`src/rtl/gun_pos_pkg.sv`:
```
package gun_pos_pkg;
  localparam int POS_LINE_LSB = 16;
  localparam int POS_DOT_W    = 10;

  typedef struct packed {
    logic loadTarget;
    logic latchPos;
  } gunStrobes_t;
endpackage

```
`src/rtl/gun_ctrl.sv`:
```
module gun_ctrl
  import gun_pos_pkg::*;
(
  input  logic        clk,
  input  logic        rstN,
  input  logic        trigValid,
  input  logic        tgtInRange,
  input  logic        hit,
  output gunStrobes_t strobes,
  output logic        armed,
  output logic        dmaReq
);
  // A trigger takes precedence over a match in the same cycle.
  always_comb begin
    strobes.loadTarget = trigValid && tgtInRange;
    strobes.latchPos   = armed && hit && !trigValid;
  end

  always_ff @(posedge clk) begin
    if (!rstN) begin
      armed  <= 1'b0;
      dmaReq <= 1'b0;
    end else begin
      dmaReq <= strobes.latchPos;
      if (trigValid)             armed <= tgtInRange;
      else if (strobes.latchPos) armed <= 1'b0;
    end
  end
endmodule

```
`src/rtl/gun_datapath.sv`:
```
module gun_datapath
  import gun_pos_pkg::*;
#(
  parameter int LINE_W = 10,
  parameter int DOT_W  = 10
) (
  input  logic              clk,
  input  logic              rstN,
  input  gunStrobes_t       strobes,
  input  logic [LINE_W-1:0] lineCount,
  input  logic [DOT_W-1:0]  dotCount,
  input  logic              fieldOdd,
  input  logic [LINE_W-1:0] vsyncLines,
  input  logic [DOT_W-1:0]  hsyncWidth,
  input  logic [LINE_W:0]   totalLines,
  input  logic [DOT_W-1:0]  trigX,
  input  logic [LINE_W-1:0] trigY,
  output logic              tgtInRange,
  output logic              hit,
  output logic [31:0]       gunPos
);
  localparam int FL_W = LINE_W + 1;
  localparam int CL_W = LINE_W + 2;
  localparam int TD_W = DOT_W + 1;

  logic [FL_W-1:0]   fieldLine;
  logic [CL_W-1:0]   counterLine;
  logic [TD_W-1:0]   dotTarget;
  logic [LINE_W-1:0] tgtLine;
  logic [TD_W-1:0]   tgtDot;
  logic [31:0]       posWord;

  always_comb begin
    fieldLine   = FL_W'({1'b0, trigY} >> 1) + FL_W'(vsyncLines);
    counterLine = {fieldLine, fieldOdd};
    tgtInRange  = counterLine < CL_W'(totalLines);
    dotTarget   = TD_W'(trigX) + TD_W'(hsyncWidth);
    hit         = (lineCount == tgtLine) && (TD_W'(dotCount) == tgtDot);
    posWord     = '0;
    posWord[POS_LINE_LSB +: LINE_W] = lineCount;
    posWord[POS_DOT_W-1:0]          = dotCount[POS_DOT_W-1:0];
  end

  always_ff @(posedge clk) begin
    if (!rstN) begin
      tgtLine <= '0;
      tgtDot  <= '0;
      gunPos  <= '0;
    end else begin
      if (strobes.loadTarget) begin
        tgtLine <= counterLine[LINE_W-1:0];
        tgtDot  <= dotTarget;
      end
      if (strobes.latchPos) gunPos <= posWord;
    end
  end
endmodule

```
`src/rtl/gun_pos_latch.sv`:
```
module gun_pos_latch
  import gun_pos_pkg::*;
#(
  parameter int LINE_W = 10,
  parameter int DOT_W  = 10
) (
  input  logic              clk,
  input  logic              rstN,
  input  logic [LINE_W-1:0] lineCount,
  input  logic [DOT_W-1:0]  dotCount,
  input  logic              fieldOdd,
  input  logic [LINE_W-1:0] vsyncLines,
  input  logic [DOT_W-1:0]  hsyncWidth,
  input  logic [LINE_W:0]   totalLines,
  input  logic              trigValid,
  input  logic [DOT_W-1:0]  trigX,
  input  logic [LINE_W-1:0] trigY,
  input  logic              regWrEn,
  input  logic [31:0]       regWrData,
  output logic [31:0]       gunPos,
  output logic              dmaReq,
  output logic              armed
);
  gunStrobes_t strobes;
  logic        tgtInRange;
  logic        hit;

  gun_ctrl ctrl_i (
    .clk(clk), .rstN(rstN), .trigValid(trigValid), .tgtInRange(tgtInRange),
    .hit(hit), .strobes(strobes), .armed(armed), .dmaReq(dmaReq)
  );

  gun_datapath #(.LINE_W(LINE_W), .DOT_W(DOT_W)) dp_i (
    .clk(clk), .rstN(rstN), .strobes(strobes), .lineCount(lineCount),
    .dotCount(dotCount), .fieldOdd(fieldOdd), .vsyncLines(vsyncLines),
    .hsyncWidth(hsyncWidth), .totalLines(totalLines), .trigX(trigX),
    .trigY(trigY), .tgtInRange(tgtInRange), .hit(hit), .gunPos(gunPos)
  );
endmodule

```
`config.mk`:
```
export PLATFORM = sky130hd
export DESIGN_NAME = gun_pos_latch
export DESIGN_NICKNAME = d
export VERILOG_FILES = /design/src/rtl/gun_pos_pkg.sv /design/src/rtl/gun_ctrl.sv /design/src/rtl/gun_datapath.sv /design/src/rtl/gun_pos_latch.sv
export SDC_FILE = /design/constraint.sdc
export NUM_CORES = 1
export LEC_CHECK = 0
export BUFFER_PORTS_ARGS = -buffer_cell sky130_fd_sc_hd__buf_2
export CAP_MARGIN = 0
export CORE_UTILIZATION = 35
export DETAILED_ROUTE_END_ITERATION = 16
export PLACE_DENSITY = 0.69
export SLEW_MARGIN = 40
export SYNTH_ARGS = -nofsm -noshare
export SYNTH_HDL_FRONTEND = slang
export SYNTH_SLANG_ARGS = --single-unit
```
`constraint.sdc`:
```
create_clock -name clk -period 3.2 [get_ports clk]
set_input_delay 0.16 -clock clk [delete_from_list [all_inputs] [get_ports clk]]
set_output_delay 0.16 -clock clk [all_outputs]
set_load 0.005 [all_outputs]
```
==> results of run 1 <==
-- cell type report --
cell class	count	area [um^2]
inverter	21	78.8
sequential	43	861
timing repair buffer	111	606
fill	840	4530
multi-input combinational	262	1880
clock inverter	1	5.00
tap	105	131
clock buffer	7	76.3
-- flip-flops by register name, summed over array words and instances (netlist names) --
name	count
dp_i.gunPos	20
dp_i.tgtDot	11
dp_i.tgtLine	10
ctrl_i.armed	1
ctrl_i.dmaReq	1
-- report_power, final --
part,switching [mW],total [mW],leakage (nW),internal (mW)
Sequential,0.0379,0.623,0.350,0.585
Combinational,0.270,0.522,1.33,0.252
Clock,0.169,0.322,0.0422,0.153
Total,0.476,1.47,1.72,0.990
-- critical path, stage by stage --
cell       delay, ns
buf_2           0.08
ha_1            0.17
inv_1           0.06
fa_1            0.39
nor2b_1         0.20
o2111ai_1       0.17
nand3_1         0.16
nand2_1         0.08
xnor2_1         0.14
ha_1            0.30
o21a_1          0.11
o21ai_0         0.10
a22oi_1         0.35
buf_2           0.26
nor2_2          0.11
a31o_2          0.27
-- path summary, 6_finish.rpt --
check | from | to | slack, ns | cells after the start
setup / recovery | vsyncLines[0] | dp_i.tgtLine[8] | 0.27 | 16
hold / removal | trigValid | ctrl_i.dmaReq | 0.10 | 2
setup reg to reg | dp_i.tgtDot[4] | dp_i.gunPos[6] | 1.00 | 7
hold reg to reg | dp_i.tgtDot[4] | dp_i.tgtDot[4] | 0.48 | 2
-- cell usage in the layout (no fill, tap or decap), drive strengths merged, types with 14 or more instances in the layout --
cell,instances
nand3,16
buf,111
o21ai,21
mux2i,20
xor2,19
a21oi,29
nor2,27
inv,21
ha,29
dfxtp,43
xnor2,14
-- Yosys cell counts (all sizes together), types with 2 or more instances --
| cell type | n | area (um^2) |
|---|---|---|
| dfxtp | 43 | 861 |
| a21oi | 29 | 145 |
| ha | 29 | 363 |
| nor2 | 27 | 104 |
| inv | 21 | 78.8 |
| o21ai | 21 | 105 |
| mux2i | 20 | 200 |
| xor2 | 19 | 166 |
| buf | 18 | 135 |
| nand3 | 16 | 80.1 |
| xnor2 | 14 | 123 |
| nand2 | 12 | 45.0 |
| a211oi | 8 | 65.1 |
| clkbuf | 7 | 27.5 |
| nand4 | 6 | 37.5 |
| nor4 | 5 | 31.3 |
| a31o | 4 | 35.0 |
| nand2b | 4 | 25.0 |
| nor3 | 4 | 25.0 |
| o21a | 4 | 30.0 |
| a21o | 3 | 22.5 |
| a211o | 2 | 17.5 |
| fa | 2 | 40.0 |
| o211ai | 2 | 15.0 |
| o21bai | 2 | 15.0 |
| or2 | 2 | 12.5 |
-- cell families (layout without fill, tap and decap cells) --
kind of cell | Yosys count | after routing | share of synthesized area, %
XOR/XNOR | 33 | 33 | 9.86
AO/OA/AOI/OAI | 85 | 85 | 18.3
multiplexers | 20 | 20 | 6.83
adder cells (fa/ha/maj) | 31 | 31 | 13.7
buffers and inverters | 46 | 140 | 8.24
other | 1 | 12 | 0.128
flip-flops | 43 | 43 | 29.4
AND/OR/NAND/NOR | 81 | 81 | 13.5
-- layer usage --
layer / global-route usage (%) / up-vias / wire length, um
li1: - / 1394 / -
met1: 22.0 / 1194 / 3420
met2: 28.2 / 85 / 3100
met3: 2.60 / 7 / 378
met4: 3.85 / 0 / 65
met5: 0 / - / 0
==> metrics.yaml, run 1 <==
global_route:
  grt_pass1_vias: 2642
  grt_pass1_wl_um: 11600
  grt_overflow: 0
  track_usage_pct: 16.6
  antenna_found_initial: 0
  grt_max_degree: 23
clock_tree:
  htree_levels: 2
  cts_sinks: 43
  postCtsSetupBuffers: 0
  root_buffer: "clkbuf_8"
  cts_buffer_depth: 2
  path_clk_slew_ns: 0.07
  cts_tree: "built"
  post_cts_resized: 0
  clock_latency_ns: 0.29
  cts_hold_buffers: 0
  cts_buffers: 5
power:
  power_mw: 1.47
  power_density_nw_per_um2: 403
  leakagePower_nw: 1.72
  ir_worst_vdd_mv: 0.145
synth:
  synth.distinct_cells: 50
  synthFlopType: "dfxtp_1"
  seq_area_frac_synth_pct: 29.4
  async_flop_share_pct: 0
  yosysWarningCount: 0
  synth-seq-cells: 43
  synth_area_um2: 2930
  synth_edf_count: 0
  synthCells: 340
  postSynthAreaPerCell_um2: 8.62
floorplan:
  dieWidth_um: 93.5
  std_cell_rows: 33
  io_pins: 142
  die_h_um: 93.5
  core_um2: 8180
  start_util_pct: 35.8
  die-area_um2: 8740
sta:
  hold_violations: 0
  drv_slew: 0
  final.period_utilization_pct: 91.5
  fin_crit_ns: 2.93
  fin_worst_skew_ns: 0.00701
  setup_tns_ns: 0
  tightest_slew_ns: 0.649
  fmaxAchievable_mhz: 342
  timing.hold.ws_ns: 0.100
  finalSetupViolCount: 0
  layout_setup_ws_ns: 0.272
  maxSlewHeadroom_pct: 56.7
setup_path:
  worst_setup_path_end_kind: "flip-flop"
  worstPathArrival_ns: 3.12
  cp_max_fo: 8
  cp-start-kind: "input port"
  worstPathRequired_ns: 3.39
  crit_type: "input port to flip-flop"
placement:
  placed_cell_area_um2: 3550
  place_congestion: 0.862
  hpwl_um: 5850
  pre_cts_slack_ns: -0.196
  placedCellCount: 541
  io_buffers: 95
detailed_routing:
  dr_total_vias: 2680
  wl_per_cell_um: 12.7
  drt-total-wl_um: 6960
  drt_iter0_drc: 149
  ant_nets: 0
  dr.pass1.iters: 4
  vias_per_cell: 4.87
  drcViolationCount: 0
layout:
  final_core_util_pct: 44.5
  areaGrowthSynthToFinish_pct: 24.3
  drive_above_1_share_pct: 28.1
  final_cells: 550
  insertedDiodeCount: 0
  final_area_um2: 3640
  fin_nets: 583
hold_path:
  hold_path_class: "input port to flip-flop"
run:
  maxCapViolations: 0
run_status:
  outcome: "completed"
Power figures use the tool's default switching activity.
==> run 2, diff against run 1 <==
--- a/config.mk
+++ b/config.mk
@@ -9,7 +9,6 @@
 export CAP_MARGIN = 0
 export CORE_UTILIZATION = 35
 export DETAILED_ROUTE_END_ITERATION = 16
-export PLACE_DENSITY = 0.69
 export SLEW_MARGIN = 40
 export SYNTH_ARGS = -nofsm -noshare
 export SYNTH_HDL_FRONTEND = slang
==> metrics.yaml, run 2 (same netlist as run 1, synthesis figures left out) <==
setup_path:
  critPathMaxStageDelay_ns: 0.33  # -0.06 ns
  worstPathArrival_ns: 2.97  # -0.15 ns
  r2r_start: "dp_i.tgtDot[4]"
  cp_max_fo: 8  # unchanged
  cp-start-kind: "input port"
  worst_setup_path_end_kind: "flip-flop"
  regToRegEndpoint: "dp_i.gunPos[4]"
  worstPathRequired_ns: 3.37  # -0.02 ns
  ff2ff_path_depth: 7  # unchanged
  crit_buf_inv: 2  # -1
  crit_type: "input port to flip-flop"
  crit_family: "compound AO/OA/AOI/OAI gates"
  crit_chain: "buf_2 > ha_1 > a21oi_1 > o211ai_1 > o41ai_1 > buf_4 > o21bai_1 > a21oi_1 > xnor2_1 > ha_1 > a211oi_2 > o211a_1 > a22oi_2 > nor2_2 > o21ai_0"
  slowest_stage: "nor2_2"
  r2r_setup_slack_ns: 1.01  # about the same
hold_path:
  hp-start: "trigValid"
  holdPathStages: 2  # unchanged
  hold_path_class: "input port to flip-flop"
  hold_end: "ctrl_i.dmaReq"
clock_tree:
  clock_latency_ns: 0.30  # about the same
  post_cts_resized: 0  # unchanged
  postCtsSetupBuffers: 0  # unchanged
  cts_sinks: 43  # unchanged
  cts_hold_buffers: 0  # unchanged
  htree_levels: 2  # unchanged
  cts_buffer_depth: 2  # unchanged
  cts_buffers: 5  # unchanged
  path_clk_slew_ns: 0.09  # +0.02 ns
  root_buffer: "clkbuf_8"
  cts_tree: "built"
layout:
  final_common_cell: "buf_2"
  insertedDiodeCount: 0  # unchanged
  final_cells: 547  # -0.55%
  top_register: "dp_i.gunPos"
  reg_top3: "dp_i.gunPos (20), dp_i.tgtDot (11), dp_i.tgtLine (10)"
  drive_above_1_share_pct: 28.1  # -0.036 points
  largest_reg_flops: 20  # unchanged
  areaGrowthSynthToFinish_pct: 25.4
  fin_nets: 580  # -0.51%
  final_core_util_pct: 44.9  # +0.40 points
  layout_common_cells: "buf_2, dfxtp_1, a21oi_1, ha_1, nor2_1"
detailed_routing:
  drt-total-wl_um: 6700  # -3.7%
  drt_iter0_drc: 143  # -4.0%
  drcViolationCount: 0  # unchanged
  dr.pass1.iters: 4  # unchanged
  wl_per_cell_um: 12.2  # -3.2%
  ant_nets: 0  # unchanged
  vias_per_cell: 4.77  # -2.1%
  dr_total_vias: 2610  # -2.6%
power:
  seqPwrFrac_pct: 37.9  # -4.6 points
  switching_power_uw: 490  # +2.9%
  leakagePower_nw: 1.72  # +0.29%
  p_sw_share_pct: 30.0  # -2.5 points
  combPwrFrac_pct: 31.6  # -4.0 points
  ir_worst_vdd_mv: 0.164  # +13%
  power.share.clock_pct: 30.4  # +8.5 points
  power.internal_mw: 1.14  # +15%
  power_density_nw_per_um2: 445  # +10%
sta:
  rsz0062_at_grt: "no"
  finalSetupViolCount: 0  # unchanged
  layout_setup_ws_ns: 0.402  # +0.130 ns
  fin_worst_skew_ns: 0.0105  # +0.00353 ns
  maxSlewHeadroom_pct: 51.8  # -4.9 points
  drv_slew: 0  # unchanged
  fin_crit_ns: 2.80  # -0.130 ns
  tightest_slew_ns: 0.722  # +0.0733 ns
  timing.hold.ws_ns: 0.0864  # -0.0137 ns
  hold_violations: 0  # unchanged
  fmaxAchievable_mhz: 357  # +4.6%
  final.period_utilization_pct: 87.4  # -4.1 points
run_status:
  outcome: "completed"
floorplan:
  start_util_pct: 35.8  # unchanged
  die-area_um2: 8740  # unchanged
  io_pins: 142  # unchanged
  dieWidth_um: 93.5  # unchanged
  std_cell_rows: 33  # unchanged
  core_um2: 8180  # unchanged
  die_h_um: 93.5  # unchanged
global_route:
  grt_overflow: 0  # unchanged
  antenna_found_initial: 0  # unchanged
  grt_max_degree: 24  # +4.3%
  grt_pass1_wl_um: 11000  # -5.5%
  grt_pass1_vias: 2410  # -8.8%
  track_usage_pct: 15.7  # -0.87 points
placement:
  place_congestion: 0.749  # -13%
  placedCellCount: 539  # -0.37%
  io_buffers: 95  # unchanged
  hpwl_um: 5580  # -4.6%
  pre_cts_slack_ns: -0.160  # +0.0358 ns
run:
  maxCapViolations: 0  # unchanged
[run 2: how the worst max path moves through the flow]
| stage | endpoint | cells past startpoint | startpoint |
|---|---|---|---|
| finish | dp_i.tgtDot[6] | 15 | vsyncLines[1] |
| global route | dp_i.tgtDot[6] | 13 | vsyncLines[1] |
| CTS | dp_i.tgtLine[8] | 14 | vsyncLines[0] |
| detailed placement | dp_i.tgtLine[8] | 14 | vsyncLines[0] |
| global placement | dp_i.tgtLine[9] | 14 | vsyncLines[0] |
| floorplan | dp_i.tgtDot[9] | 15 | vsyncLines[0] |
[run 2: stage by stage]
stage | power, mW | TNS, ns | cell area (um^2)
4_1_cts | 1.65 | 0 | 3670
2_1_floorplan | 0.977 | 0 | 2970
3_3_place_gp | 1.14 | -0.339 | 3530
5_1_grt | 1.74 | 0 | 3670
3_5_place_dp | 1.15 | -1.57 | 3530
6_report | 1.63 | 0 | 3670
[run 2: metal layers]
| layer | GRT usage [%] | routed length (um) |
|---|---|---|
| met5 | 0 | 0 |
| met4 | 3.85 | 64 |
| met3 | 2.03 | 265 |
| met2 | 25.1 | 2930 |
| met1 | 22.3 | 3440 |
[run 2: layout make-up]
type	count	area, um^2
flip-flops and latches	43	861
repair buffers	108	586
clock inverters	3	67.6
well taps	105	131
fillers	814	4500
inverters	21	78.8
clock buffers	5	68.8
multi-input cells	262	1880
[run 2: power groups by stage]
stage / clock, mW / sequential [mW] / combinational [mW]
6_report: 0.497 / 0.619 / 0.517
5_1_grt: 0.533 / 0.626 / 0.583
4_1_cts: 0.510 / 0.620 / 0.518
3_5_place_dp: 0 / 0.633 / 0.514
3_3_place_gp: 0 / 0.631 / 0.505
2_1_floorplan: 0 / 0.621 / 0.356
